File: src/rtl/irq_resp_pkg.sv
package irq_resp_pkg;
   typedef enum logic [1:0] {
      VK_JUMP  = 2'd0,
      VK_TABLE = 2'd1,
      VK_EXEC  = 2'd2
   } vec_kind_t;

   localparam logic [1:0] MODE_RESERVED = 2'b11;
endpackage

File: src/rtl/irq_flag_ctl.sv
module irq_flag_ctl #(
   parameter int MODE_W = 2
) (
   input  logic              clk,
   input  logic              rst_n,
   input  logic              take_mask,
   input  logic              take_nmi,
   input  logic              cmd_ei,
   input  logic              cmd_di,
   input  logic              cmd_retn,
   input  logic              cmd_mode_ld,
   input  logic [MODE_W-1:0] cmd_mode_val,
   output logic              iff1,
   output logic              iff2,
   output logic [MODE_W-1:0] mode
);
   import irq_resp_pkg::*;

   localparam logic [MODE_W-1:0] MODE_RST = '0;

   // Acceptance wins over commands; among commands retn > di > ei.
   always_ff @(posedge clk or negedge rst_n) begin
      if (!rst_n) begin
         iff1 <= 1'b0;
         iff2 <= 1'b0;
      end else if (take_nmi) begin
         iff1 <= 1'b0;
      end else if (take_mask) begin
         iff1 <= 1'b0;
         iff2 <= 1'b0;
      end else if (cmd_retn) begin
         iff1 <= iff2;
      end else if (cmd_di) begin
         iff1 <= 1'b0;
         iff2 <= 1'b0;
      end else if (cmd_ei) begin
         iff1 <= 1'b1;
         iff2 <= 1'b1;
      end
   end

   always_ff @(posedge clk or negedge rst_n) begin
      if (!rst_n)
         mode <= MODE_RST;
      else if (cmd_mode_ld && (cmd_mode_val != MODE_RESERVED))
         mode <= cmd_mode_val;
   end
endmodule

File: src/rtl/irq_accept.sv
module irq_accept (
   input  logic clk,
   input  logic rst_n,
   input  logic int_req,
   input  logic nmi_req,
   input  logic insn_end,
   input  logic halted,
   input  logic iff1,
   output logic take_nmi,
   output logic take_mask
);
   logic nmi_q;
   logic nmi_pend;
   logic pend_now;
   logic at_point;

   assign at_point  = insn_end | halted;
   assign pend_now  = nmi_pend | (nmi_req & ~nmi_q);
   assign take_nmi  = pend_now & at_point;
   assign take_mask = ~take_nmi & int_req & iff1 & at_point;

   always_ff @(posedge clk or negedge rst_n) begin
      if (!rst_n) begin
         nmi_q    <= 1'b0;
         nmi_pend <= 1'b0;
      end else begin
         nmi_q    <= nmi_req;
         nmi_pend <= pend_now & ~take_nmi;
      end
   end
endmodule

File: src/rtl/irq_vector_gen.sv
module irq_vector_gen #(
   parameter int              ADDR_W     = 16,
   parameter int              VEC_W      = 8,
   parameter logic [15:0]     FIXED_TGT  = 16'h0038,
   parameter logic [15:0]     NMI_TGT    = 16'h0066,
   parameter bit              TABLE_EVEN = 1'b0
) (
   input  logic                    take_nmi,
   input  logic [1:0]              mode,
   input  logic [VEC_W-1:0]        page,
   input  logic [VEC_W-1:0]        vec_byte,
   output logic [ADDR_W-1:0]       tgt,
   output irq_resp_pkg::vec_kind_t kind,
   output logic                    push
);
   import irq_resp_pkg::*;

   localparam int RST_IDX_W = 3;
   localparam int RST_SHIFT = 3;

   logic [ADDR_W-1:0] table_addr;
   logic [ADDR_W-1:0] rst_addr;
   logic              is_rst;

   assign is_rst   = (vec_byte[7:6] == 2'b11) && (vec_byte[2:0] == 3'b111);
   assign rst_addr = ADDR_W'(vec_byte[RST_SHIFT +: RST_IDX_W]) << RST_SHIFT;

   generate
      if (TABLE_EVEN) begin : g_tbl_even
         assign table_addr = ADDR_W'({page, vec_byte[VEC_W-1:1], 1'b0});
      end else begin : g_tbl_any
         assign table_addr = ADDR_W'({page, vec_byte});
      end
   endgenerate

   always_comb begin
      tgt  = '0;
      kind = VK_JUMP;
      push = 1'b1;
      if (take_nmi) begin
         tgt = ADDR_W'(NMI_TGT);
      end else begin
         case (mode)
            2'd1: tgt = ADDR_W'(FIXED_TGT);
            2'd2: begin
               tgt  = table_addr;
               kind = VK_TABLE;
            end
            default: begin
               if (is_rst) begin
                  tgt = rst_addr;
               end else begin
                  kind = VK_EXEC;
                  push = 1'b0;
               end
            end
         endcase
      end
   end
endmodule

File: src/rtl/irq_resp_unit.sv
module irq_resp_unit #(
   parameter int          ADDR_W     = 16,
   parameter int          VEC_W      = 8,
   parameter logic [15:0] FIXED_TGT  = 16'h0038,
   parameter logic [15:0] NMI_TGT    = 16'h0066,
   parameter bit          TABLE_EVEN = 1'b0
) (
   input  logic              clk,
   input  logic              rst_n,
   input  logic              int_req,
   input  logic              nmi_req,
   input  logic              insn_end,
   input  logic              halted,
   input  logic              cmd_ei,
   input  logic              cmd_di,
   input  logic              cmd_retn,
   input  logic              cmd_mode_ld,
   input  logic [1:0]        cmd_mode_val,
   input  logic [VEC_W-1:0]  i_reg,
   input  logic [VEC_W-1:0]  bus_data,
   input  logic [ADDR_W-1:0] ret_pc,
   output logic              ack_valid,
   output logic              ack_nmi,
   output logic [1:0]        ack_kind,
   output logic              ack_push,
   output logic [ADDR_W-1:0] target_addr,
   output logic [VEC_W-1:0]  exec_op,
   output logic [ADDR_W-1:0] push_pc,
   output logic              halt_wake,
   output logic              iff1,
   output logic              iff2,
   output logic [1:0]        im_mode
);
   import irq_resp_pkg::*;

   generate
      if (ADDR_W < 16) begin : g_bad_addr
         $error("irq_resp_unit: ADDR_W must be at least 16");
      end
      if (VEC_W != 8) begin : g_bad_vec
         $error("irq_resp_unit: VEC_W must be 8");
      end
   endgenerate

   logic              take_nmi;
   logic              take_mask;
   logic              take_any;
   logic [ADDR_W-1:0] vg_tgt;
   vec_kind_t         vg_kind;
   logic              vg_push;

   assign take_any = take_nmi | take_mask;

   irq_accept u_accept (
      .clk       (clk),
      .rst_n     (rst_n),
      .int_req   (int_req),
      .nmi_req   (nmi_req),
      .insn_end  (insn_end),
      .halted    (halted),
      .iff1      (iff1),
      .take_nmi  (take_nmi),
      .take_mask (take_mask)
   );

   irq_flag_ctl #(.MODE_W(2)) u_flags (
      .clk          (clk),
      .rst_n        (rst_n),
      .take_mask    (take_mask),
      .take_nmi     (take_nmi),
      .cmd_ei       (cmd_ei),
      .cmd_di       (cmd_di),
      .cmd_retn     (cmd_retn),
      .cmd_mode_ld  (cmd_mode_ld),
      .cmd_mode_val (cmd_mode_val),
      .iff1         (iff1),
      .iff2         (iff2),
      .mode         (im_mode)
   );

   irq_vector_gen #(
      .ADDR_W     (ADDR_W),
      .VEC_W      (VEC_W),
      .FIXED_TGT  (FIXED_TGT),
      .NMI_TGT    (NMI_TGT),
      .TABLE_EVEN (TABLE_EVEN)
   ) u_vec (
      .take_nmi (take_nmi),
      .mode     (im_mode),
      .page     (i_reg),
      .vec_byte (bus_data),
      .tgt      (vg_tgt),
      .kind     (vg_kind),
      .push     (vg_push)
   );

   always_ff @(posedge clk or negedge rst_n) begin
      if (!rst_n) begin
         ack_valid   <= 1'b0;
         ack_nmi     <= 1'b0;
         halt_wake   <= 1'b0;
         ack_kind    <= VK_JUMP;
         ack_push    <= 1'b0;
         target_addr <= '0;
         exec_op     <= '0;
         push_pc     <= '0;
      end else begin
         ack_valid <= take_any;
         ack_nmi   <= take_nmi;
         halt_wake <= take_any & halted;
         if (take_any) begin
            ack_kind    <= vg_kind;
            ack_push    <= vg_push;
            target_addr <= vg_tgt;
            exec_op     <= bus_data;
            push_pc     <= ret_pc;
         end
      end
   end
endmodule

File: config.mk
export PLATFORM = sky130hd
export DESIGN_NAME = irq_resp_unit
export DESIGN_NICKNAME = d
export VERILOG_FILES = /design/src/rtl/irq_resp_pkg.sv /design/src/rtl/irq_flag_ctl.sv /design/src/rtl/irq_accept.sv /design/src/rtl/irq_vector_gen.sv /design/src/rtl/irq_resp_unit.sv
export SDC_FILE = /design/constraint.sdc
export NUM_CORES = 1
export LEC_CHECK = 0
export CORE_MARGIN = 10
export CORE_UTILIZATION = 52
export DETAILED_ROUTE_END_ITERATION = 6
export DONT_BUFFER_PORTS = 1
export PLACE_DENSITY = 0.7
export SLEW_MARGIN = 15
export SYNTH_ARGS = -nofsm -noshare
export SYNTH_HDL_FRONTEND = slang
export SYNTH_HIERARCHICAL = 1
export SYNTH_SLANG_ARGS = --single-unit
File: constraint.sdc
create_clock -name clk -period 1.9 [get_ports clk]
set_input_delay 0.285 -clock clk [delete_from_list [all_inputs] [get_ports clk]]
set_output_delay 0.285 -clock clk [all_outputs]
set_load 0.05 [all_outputs]
; ---- Word level (Yosys, flattened, before mapping)
; Index checks and enable logic that the tools add are counted.
[word_totals]
reg_bits = 52
input_bits = 44
elab_cells = 53
[op_classes]
n_eq_ne = 6
muxes = 16
n_bitwise = 12
reduce_logical = 6
[ops]
columns = cell, count
row1 = $pmux W16 S2, 1
row2 = $mux W16, 1
row3 = $mux W1, 10
row4 = $and A1 B1 Y1, 7
row5 = $mux W6, 1
row6 = $reduce_bool A5 Y1, 1
row7 = $eq A2 B2 Y1 const B, 2
row8 = $mux W2, 2
row9 = $pmux W2 S2, 1
row10 = $eq A3 B3 Y1 const B, 1
row11 = $or A1 B1 Y1, 3
row12 = $reduce_and A3 Y1, 1
row13 = $reduce_bool A3 Y1, 1
row14 = $eq A2 B1 Y1 const B, 1
row15 = $logic_and A1 B1 Y1, 2
row16 = $ne A2 B1 Y1 const B, 1
row17 = $ne A2 B2 Y1 const B, 1
row18 = $not A1 Y1, 2
row19 = $reduce_or A2 Y1, 1

; ---- Depth between registers and ports, before layout
; Gate-level depths: netlist of run 1.
[depth]
depth_word = 10
depth_mapped = 7

; ---- Cells and area by module
; The synthesis of run 1 kept the hierarchy.
[modules_own_cells]
columns = module, n_inst, cells_per_inst, area_per_inst_um2
row1 = irq_resp_unit, 1, 96, 1883.1
row2 = irq_vector_gen, 1, 38, 239.0
row3 = irq_flag_ctl, 1, 19, 180.2
row4 = irq_accept, 1, 9, 95.1

; ---- Worst setup path after synthesis of run 1
; No wires, ideal clock.
[synth_timing]
kind = register -> register
from = reg u_accept.nmi_q
to = reg target_addr[10]
arrival_ns = 1.909
required_time_ns = 1.775
slack_ns = -0.134
stages_incl_launch_ff = 8
path_buffers = 2
synth_period_minus_slack_ns = 2.034
path_cell_list = dfrtp_1 -> nand2b_1 -> a21oi_1 -> buf_2 -> nor2b_2 -> buf_4 -> and2_1 -> mux2_4
[synth_between]
elab_cells_between_ends = 10
[synth_lines]
columns = item, line_no
row1 = from (decl), irq_accept.sv:12  ; logic nmi_q;
row2 = from (signal assigned), irq_accept.sv:27  ; nmi_q <= nmi_req;
row3 = $not A1 Y1, irq_accept.sv:18  ; assign pend_now = nmi_pend | (nmi_req & ~nmi_q);
row4 = $and A1 B1 Y1, irq_accept.sv:18
row5 = $or A1 B1 Y1, irq_accept.sv:18
row6 = $and A1 B1 Y1, irq_accept.sv:19  ; assign take_nmi = pend_now & at_point;
row7 = via take_nmi, irq_resp_unit.sv:45  ; logic take_nmi;
row8 = $mux W16, irq_vector_gen.sv:40  ; if (take_nmi) begin
row9 = via vg_tgt[10], irq_resp_unit.sv:48  ; logic [ADDR_W-1:0] vg_tgt;
row10 = to (signal assigned), irq_resp_unit.sv:114  ; target_addr <= vg_tgt;
row11 = to (decl), irq_resp_unit.sv:26  ; output logic [ADDR_W-1:0] target_addr,
; The timed path passes the listed nets, and every way through them passes these cells.
; A chain may end at the register's enable or synchronous reset.

; ---- Worst setup path in the final report of run 1
[layout_timing]
from = reg u_accept.nmi_q
to = reg exec_op[7]
[layout_between]
elab_chain_len = 9
[layout_rtl]
columns = item, line_no
row1 = $not A1 Y1, irq_accept.sv:18
row2 = $and A1 B1 Y1, irq_accept.sv:18
row3 = $or A1 B1 Y1, irq_accept.sv:18
row4 = $and A1 B1 Y1, irq_accept.sv:19
row5 = $not A1 Y1, irq_accept.sv:20  ; assign take_mask = ~take_nmi & int_req & iff1 & at_point;
row6 = $and A1 B1 Y1 (3 in series), irq_accept.sv:20
row7 = via take_mask, irq_resp_unit.sv:46  ; logic take_mask;
row8 = $or A1 B1 Y1, irq_resp_unit.sv:52  ; assign take_any = take_nmi | take_mask;
row9 = to (signal assigned), irq_resp_unit.sv:115  ; exec_op <= bus_data;
row10 = to (decl), irq_resp_unit.sv:27  ; output logic [VEC_W-1:0] exec_op,
; The timed path passes the listed nets, and every way through them passes these cells.

==> flow_summary.yaml, run 1 <==
status:
  status: "finished, final reports clean"
worst_setup_path:
  timing.rr.start: "u_accept/nmi_q"
  crit_family: "simple AND/OR/NAND/NOR gates"
  start_kind: "flop"
  criticalPathCategory: "reg2reg"
  crit_path_max_fanout: 31
  rr_worst_depth: 5
  rrSetupSlack_ns: 0.12
  critical_path.max_stage_delay_ns: 0.36
  crit_buf_inv: 1
  worst-path-stages: 5
  worstPathArrival_ns: 1.97
  timing.critical_path.to_type: "flop"
  r2r-end: "exec_op[7]"
  crit_chain: "nand2b_1, and4bb_1, nor2_8, buf_12, mux2_1"
  cpMaxStageDelayCell: "dfrtp_1"
  required_ns: 2.09
synth:
  syn_area_per_cell_um2: 14.80
  synth_seq_cells: 52
  synth_cells: 162
  synth.net_count: 208
  synth_top_area_share: 0.5428
  synth_top_cell_by_area: "dfrtp_1"
  synth_edf_count: 0
  synthesis.area_um2: 2397
  synth_cell_types: 31
  synth_top_flop_cell: "dfrtp_1"
  synth_area_leaders: "dfrtp_1 54%, mux2_4 24%, and2_1 2.6%"
  synth_seq_area_share: 0.5428
  async_flop_share: 1.000
  yosys_warnings: 6
drt:
  routed_wl_um: 5309
  drt_iter0_drc: 76
  postRouteAntennaNets: 0
  dr.pass1.iters: 4
  drt-met1-wl_um: 1924
  dr_wl_met3_um: 770
  top_layer: "met4"
  drcViolationCount: 0
  wl_met2_um: 2556
  wl_per_cell_um: 23.60
  vias: 1293
  viasPerCell: 5.747
finish:
  mostFrequentLayoutCells: "52 x dfrtp_1, 38 x mux2_4, 10 x and2_1"
  final_common_cell: "dfrtp_1"
  antenna_cells: 0
  syn2layout_area_growth_pct: 9.290
  nNetsFinal: 218
  drive_above_1_share: 0.3410
worst_hold_path:
  hp-start: "bus_data[7]"
  hold_path.class: "in2reg"
  worstHoldEndpoint: "exec_op[7]"
  hold_depth: 1
pwr:
  p_per_area_nw_per_um2: 1407
  power.total_mw: 3.686
  p_leak_nw: 1.297
  irDropWorstVdd_mv: 0.6060
place:
  gp_congestion: 0.7804
  dp_hpwl_um: 3893
  port_buffers: 0
flow_run:
  maxCapViolCount: 0
clock_tree:
  cts-root-buf: "clkbuf_8"
  clkSinkCount: 52
  clk_latency_ns: 0.30
  path_clk_slew_ns: 0.10
  cts_max_level: 2
  cts_buffers: 5
  clock_path_buffers: 2
  cts_tree: "yes"
  post_cts_buffers: 0
floorplanning:
  num_io_pins: 94
  rows: 24
  die_area_um2: 7726
  core_um2: 4414
  die_x_um: 87.90
  die_h_um: 87.90
  initial_utilization: 0.5431
timing:
  drv_slew: 0
  worstMarginPinSlew_ns: 0.5277
  hold_slack_ns: 0.1118
  tns_ns: 0
  max_freq_ghz: 0.5620
  period_needed_ns: 1.779
  setup_viol: 0
  post-route-period-util: 0.9365
  relSlewSlack: 0.6482
  finalClockSkew_ns: 0.005972
  rsz0062_at_grt: "no"
  hold_viol: 0
global_routing:
  antenna_found_initial: 0
  grt_pass1_vias: 1418
  grt_overflow: 0
  grt.total_usage: 0.1325
  grt_max_degree: 53
  grt_pass1_wl_um: 8086
==> power breakdown <==
| part | leakage (nW) | internal (mW) | total, mW | switching [mW] |
|---|---|---|---|---|
| logic | 0.597 | 0.378 | 0.627 | 0.249 |
| registers | 0.642 | 1.32 | 2.30 | 0.980 |
| clock network | 0.0583 | 0.397 | 0.761 | 0.364 |
| total | 1.30 | 2.09 | 3.69 | 1.59 |
==> sequential cells by signal, indices dropped and copies added, names as in the netlist <==
register,count
ack_kind,2
ack_push,1
u_accept/nmi_pend,1
target_addr,16
ack_valid,1
exec_op,8
u_flags/iff1,1
u_flags/mode,2
u_flags/iff2,1
halt_wake,1
ack_nmi,1
push_pc,16
u_accept/nmi_q,1
==> per-layer routing <==
| metal | up-vias | GRT usage |
|---|---|---|
| li1 | 578 | - |
| met1 | 638 | 0.1458 |
| met2 | 69 | 0.2156 |
| met3 | 8 | 0.07521 |
| met4 | 0 | 0.03478 |
| met5 | - | 0 |
==> kinds of logic after synthesis <==
kind of cell	share of synthesized area
flops	0.5428
mux	0.2615
simple gates	0.09604
compound gates	0.04488
buf+inv	0.04436
fa+ha+maj	0.01044
==> worst max-delay path by stage <==
stage	startpoint	to	slack (ns)
floorplan	u_flags/mode[0]	target_addr[10]	0.08
global placement	u_accept/nmi_q	target_addr[15]	0.21
detailed placement	u_accept/nmi_q	target_addr[11]	0.13
CTS	u_accept/nmi_q	target_addr[8]	0.11
global route	u_accept/nmi_q	exec_op[7]	0.03
finish	u_accept/nmi_q	exec_op[7]	0.12
==> cell usage after synthesis (all sizes together), types with 3 or more instances <==
library cell / instances
nor2b: 4
nand2: 7
mux2: 43
a21oi: 4
dfrtp: 52
nor2: 10
and2: 10
a21o: 3
buf: 6
inv: 5
==> area by class of cell <==
type,instances,area [um^2]
timing repair buffer,9,117.6
clock inverter,3,47.55
sequential,52,1301
tap,52,65.06
clock buffer,5,68.82
multi-input combinational,99,1001
fill,344,1794
inverter,5,18.77
==> stage by stage <==
stage	std cells	utilization	area, um^2	setup slack [ns]
after floorplan	162	-	2401	0.07838
after global placement	214	0.5547	2449	0.2092
after detailed placement	214	0.5547	2449	0.1270
after CTS	225	0.5918	2613	0.1130
after global routing	225	0.5935	2620	0.03393
final	225	0.5935	2620	0.1207
==> repair_timing <==
action / CTS / global route
endpoints found under the setup margin: 0 / 2
hold buffers: 3 / 0
hold endpoints to repair: 53 / 0
gates resized for setup: 0 / 1
(Power assumes the default switching activity.)
==> run 2: changes to the inputs <==
--- a/constraint.sdc
+++ b/constraint.sdc
@@ -3,2 +3,2 @@
 set_output_delay 0.285 -clock clk [all_outputs]
-set_load 0.05 [all_outputs]
+set_load 0.01 [all_outputs]
==> flow_summary.yaml, run 2 (synthesized netlist as in run 1, its figures left out) <==
status:
  status: "finished, final reports clean"
finish:
  reg_top3: "push_pc x16, target_addr x16, exec_op x8"
  nNetsFinal: 217
  syn2layout_area_growth_pct: 8.246
  final_common_cell: "dfrtp_1"
  drive_above_1_share: 0.3314
  antenna_cells: 0
  mostFrequentLayoutCells: "52 x dfrtp_1, 38 x mux2_4, 10 x and2_1"
  n_fill_cell: 341
drt:
  drt-met1-wl_um: 1902
  viasPerCell: 5.621
  drcViolationCount: 0
  routed_wl_um: 5158
  wl_per_cell_um: 23.03
  top_layer: "met4"
  drt_iter0_drc: 42
  dr_wl_met3_um: 736
  vias: 1259
  dr.pass1.iters: 3
  wl_met2_um: 2466
  postRouteAntennaNets: 0
worst_setup_path:
  worstPathArrival_ns: 1.89
  start_kind: "flop"
  criticalPathCategory: "reg2reg"
  crit_path_max_fanout: 7
  timing.critical_path.to_type: "flop"
  required_ns: 2.09
clock_tree:
  clock_path_buffers: 2
  cts_buffers: 5
  cts_resized: 0
  cts_max_level: 2
  clkSinkCount: 52
  cts_tree: "yes"
  cts-root-buf: "clkbuf_8"
  path_clk_slew_ns: 0.09
  clk_latency_ns: 0.30
  post_cts_buffers: 0
global_routing:
  grt_pass1_vias: 1390
  grt_max_degree: 53
  grt_pass1_wl_um: 7879
  grt.total_usage: 0.1310
  grt_overflow: 0
  antenna_found_initial: 0
place:
  gp_congestion: 0.7336
  dp_hpwl_um: 3905
  pre_cts_slack_ns: 0.2377
  port_buffers: 0
timing:
  worstMarginPinSlew_ns: 0.3843
  finalClockSkew_ns: 0.004380
  rsz0062_at_grt: "no"
  period_needed_ns: 1.706
  post-route-period-util: 0.8977
  hold_viol: 0
  drv_slew: 0
  setup_viol: 0
  tns_ns: 0
  fin_ws_ns: 0.1945
  relSlewSlack: 0.7438
  max_freq_ghz: 0.5863
pwr:
  power.net_switching_uw: 849.1
  p_per_area_nw_per_um2: 1100
  switching_share: 0.2974
  p_seq_frac: 0.574
  p_comb_frac: 0.204
  irDropWorstVdd_mv: 0.5877
  power.internal_mw: 2.006
  p_clk_frac: 0.222
  p_leak_nw: 1.282
floorplanning:
  die_x_um: 87.90
  initial_utilization: 0.5431
  die_area_um2: 7726
  num_io_pins: 94
  core_um2: 4414
  rows: 24
  die_h_um: 87.90
flow_run:
  maxCapViolCount: 0
worst_hold_path:
  hold_path.class: "in2reg"
run 2: cell types whose count changed in the layout (fill, tap and decap cells not counted), sizes merged:
| cell | delta |
|---|---|
| bufinv | -1 |
| clkinv | -2 |
| buf | -1 |
| clkbuf | +2 |
| clkinvlp | +1 |
run 2: final cells by class:
class                           count  area [um^2]  share of cell area
Clock buffer                        7        86.33             0.03327
Timing Repair Buffer                8        122.6             0.04725
Tap cell                           52        65.06             0.02507
Inverter                            5        18.77            0.007232
Sequential cell                    52         1301              0.5014
Multi-Input combinational cell     99        993.5              0.3828
Clock inverter                      1        7.507            0.002893
run 2: worst max-delay path, stage by stage (launching register included):
cell and delay [ns]:
dfrtp_1 0.46, inv_1 0.07, ha_1 0.41, inv_1 0.11, a21oi_1 0.18, o211ai_1 0.11
mux2_4 0.27
run 2: power by group through the flow:
stage | Combinational (mW) | Clock, mW | Sequential [mW]
finish | 0.583 | 0.634 | 1.64
global route | 0.637 | 0.701 | 1.68
CTS | 0.591 | 0.660 | 1.65
detailed placement | 0.553 | 0 | 1.67
global placement | 0.531 | 0 | 1.66
floorplan | 0.504 | 0 | 1.58
run 2: layer usage:
| metal | GRT usage | vias up |
|---|---|---|
| li1 | - | 577 |
| met4 | 0.03478 | 0 |
| met1 | 0.1448 | 608 |
| met5 | 0 | - |
| met3 | 0.07428 | 6 |
| met2 | 0.2123 | 68 |
run 2: path summary, 6_finish.rpt:
check                                  startpoint                 to  slack [ns]  cells after the start
max in group asynchronous                   rst_n     target_addr[9]        1.18                      2
worst min-delay path                  bus_data[7]         exec_op[7]        0.11                      1
worst max-delay path              u_flags/mode[0]     target_addr[5]        0.19                      6
worst max register to register    u_flags/mode[0]     target_addr[5]        0.19                      6
worst min register to register  u_accept/nmi_pend  u_accept/nmi_pend        0.56                      2
min in group asynchronous                   rst_n     target_addr[6]        0.51                      2
run 2: through the flow:
| stage | total power [mW] | area [um^2] | std cells | hold WS, ns | util |
|---|---|---|---|---|---|
| detailed placement | 2.224 | 2454 | 213 | -0.009006 | 0.5558 |
| global route | 3.016 | 2595 | 224 | 0.1042 | 0.5879 |
| global placement | 2.192 | 2454 | 213 | -0.008920 | 0.5558 |
| floorplan | 2.088 | 2401 | 162 | -0.01059 | - |
| CTS | 2.903 | 2595 | 224 | 0.1001 | 0.5879 |
| finish | 2.855 | 2595 | 224 | 0.1147 | 0.5879 |
run 2: repair_timing:
action	in CTS	in global routing
hold buffers	3	0
hold endpoints to repair	53	0
endpoints found under the setup margin	0	0
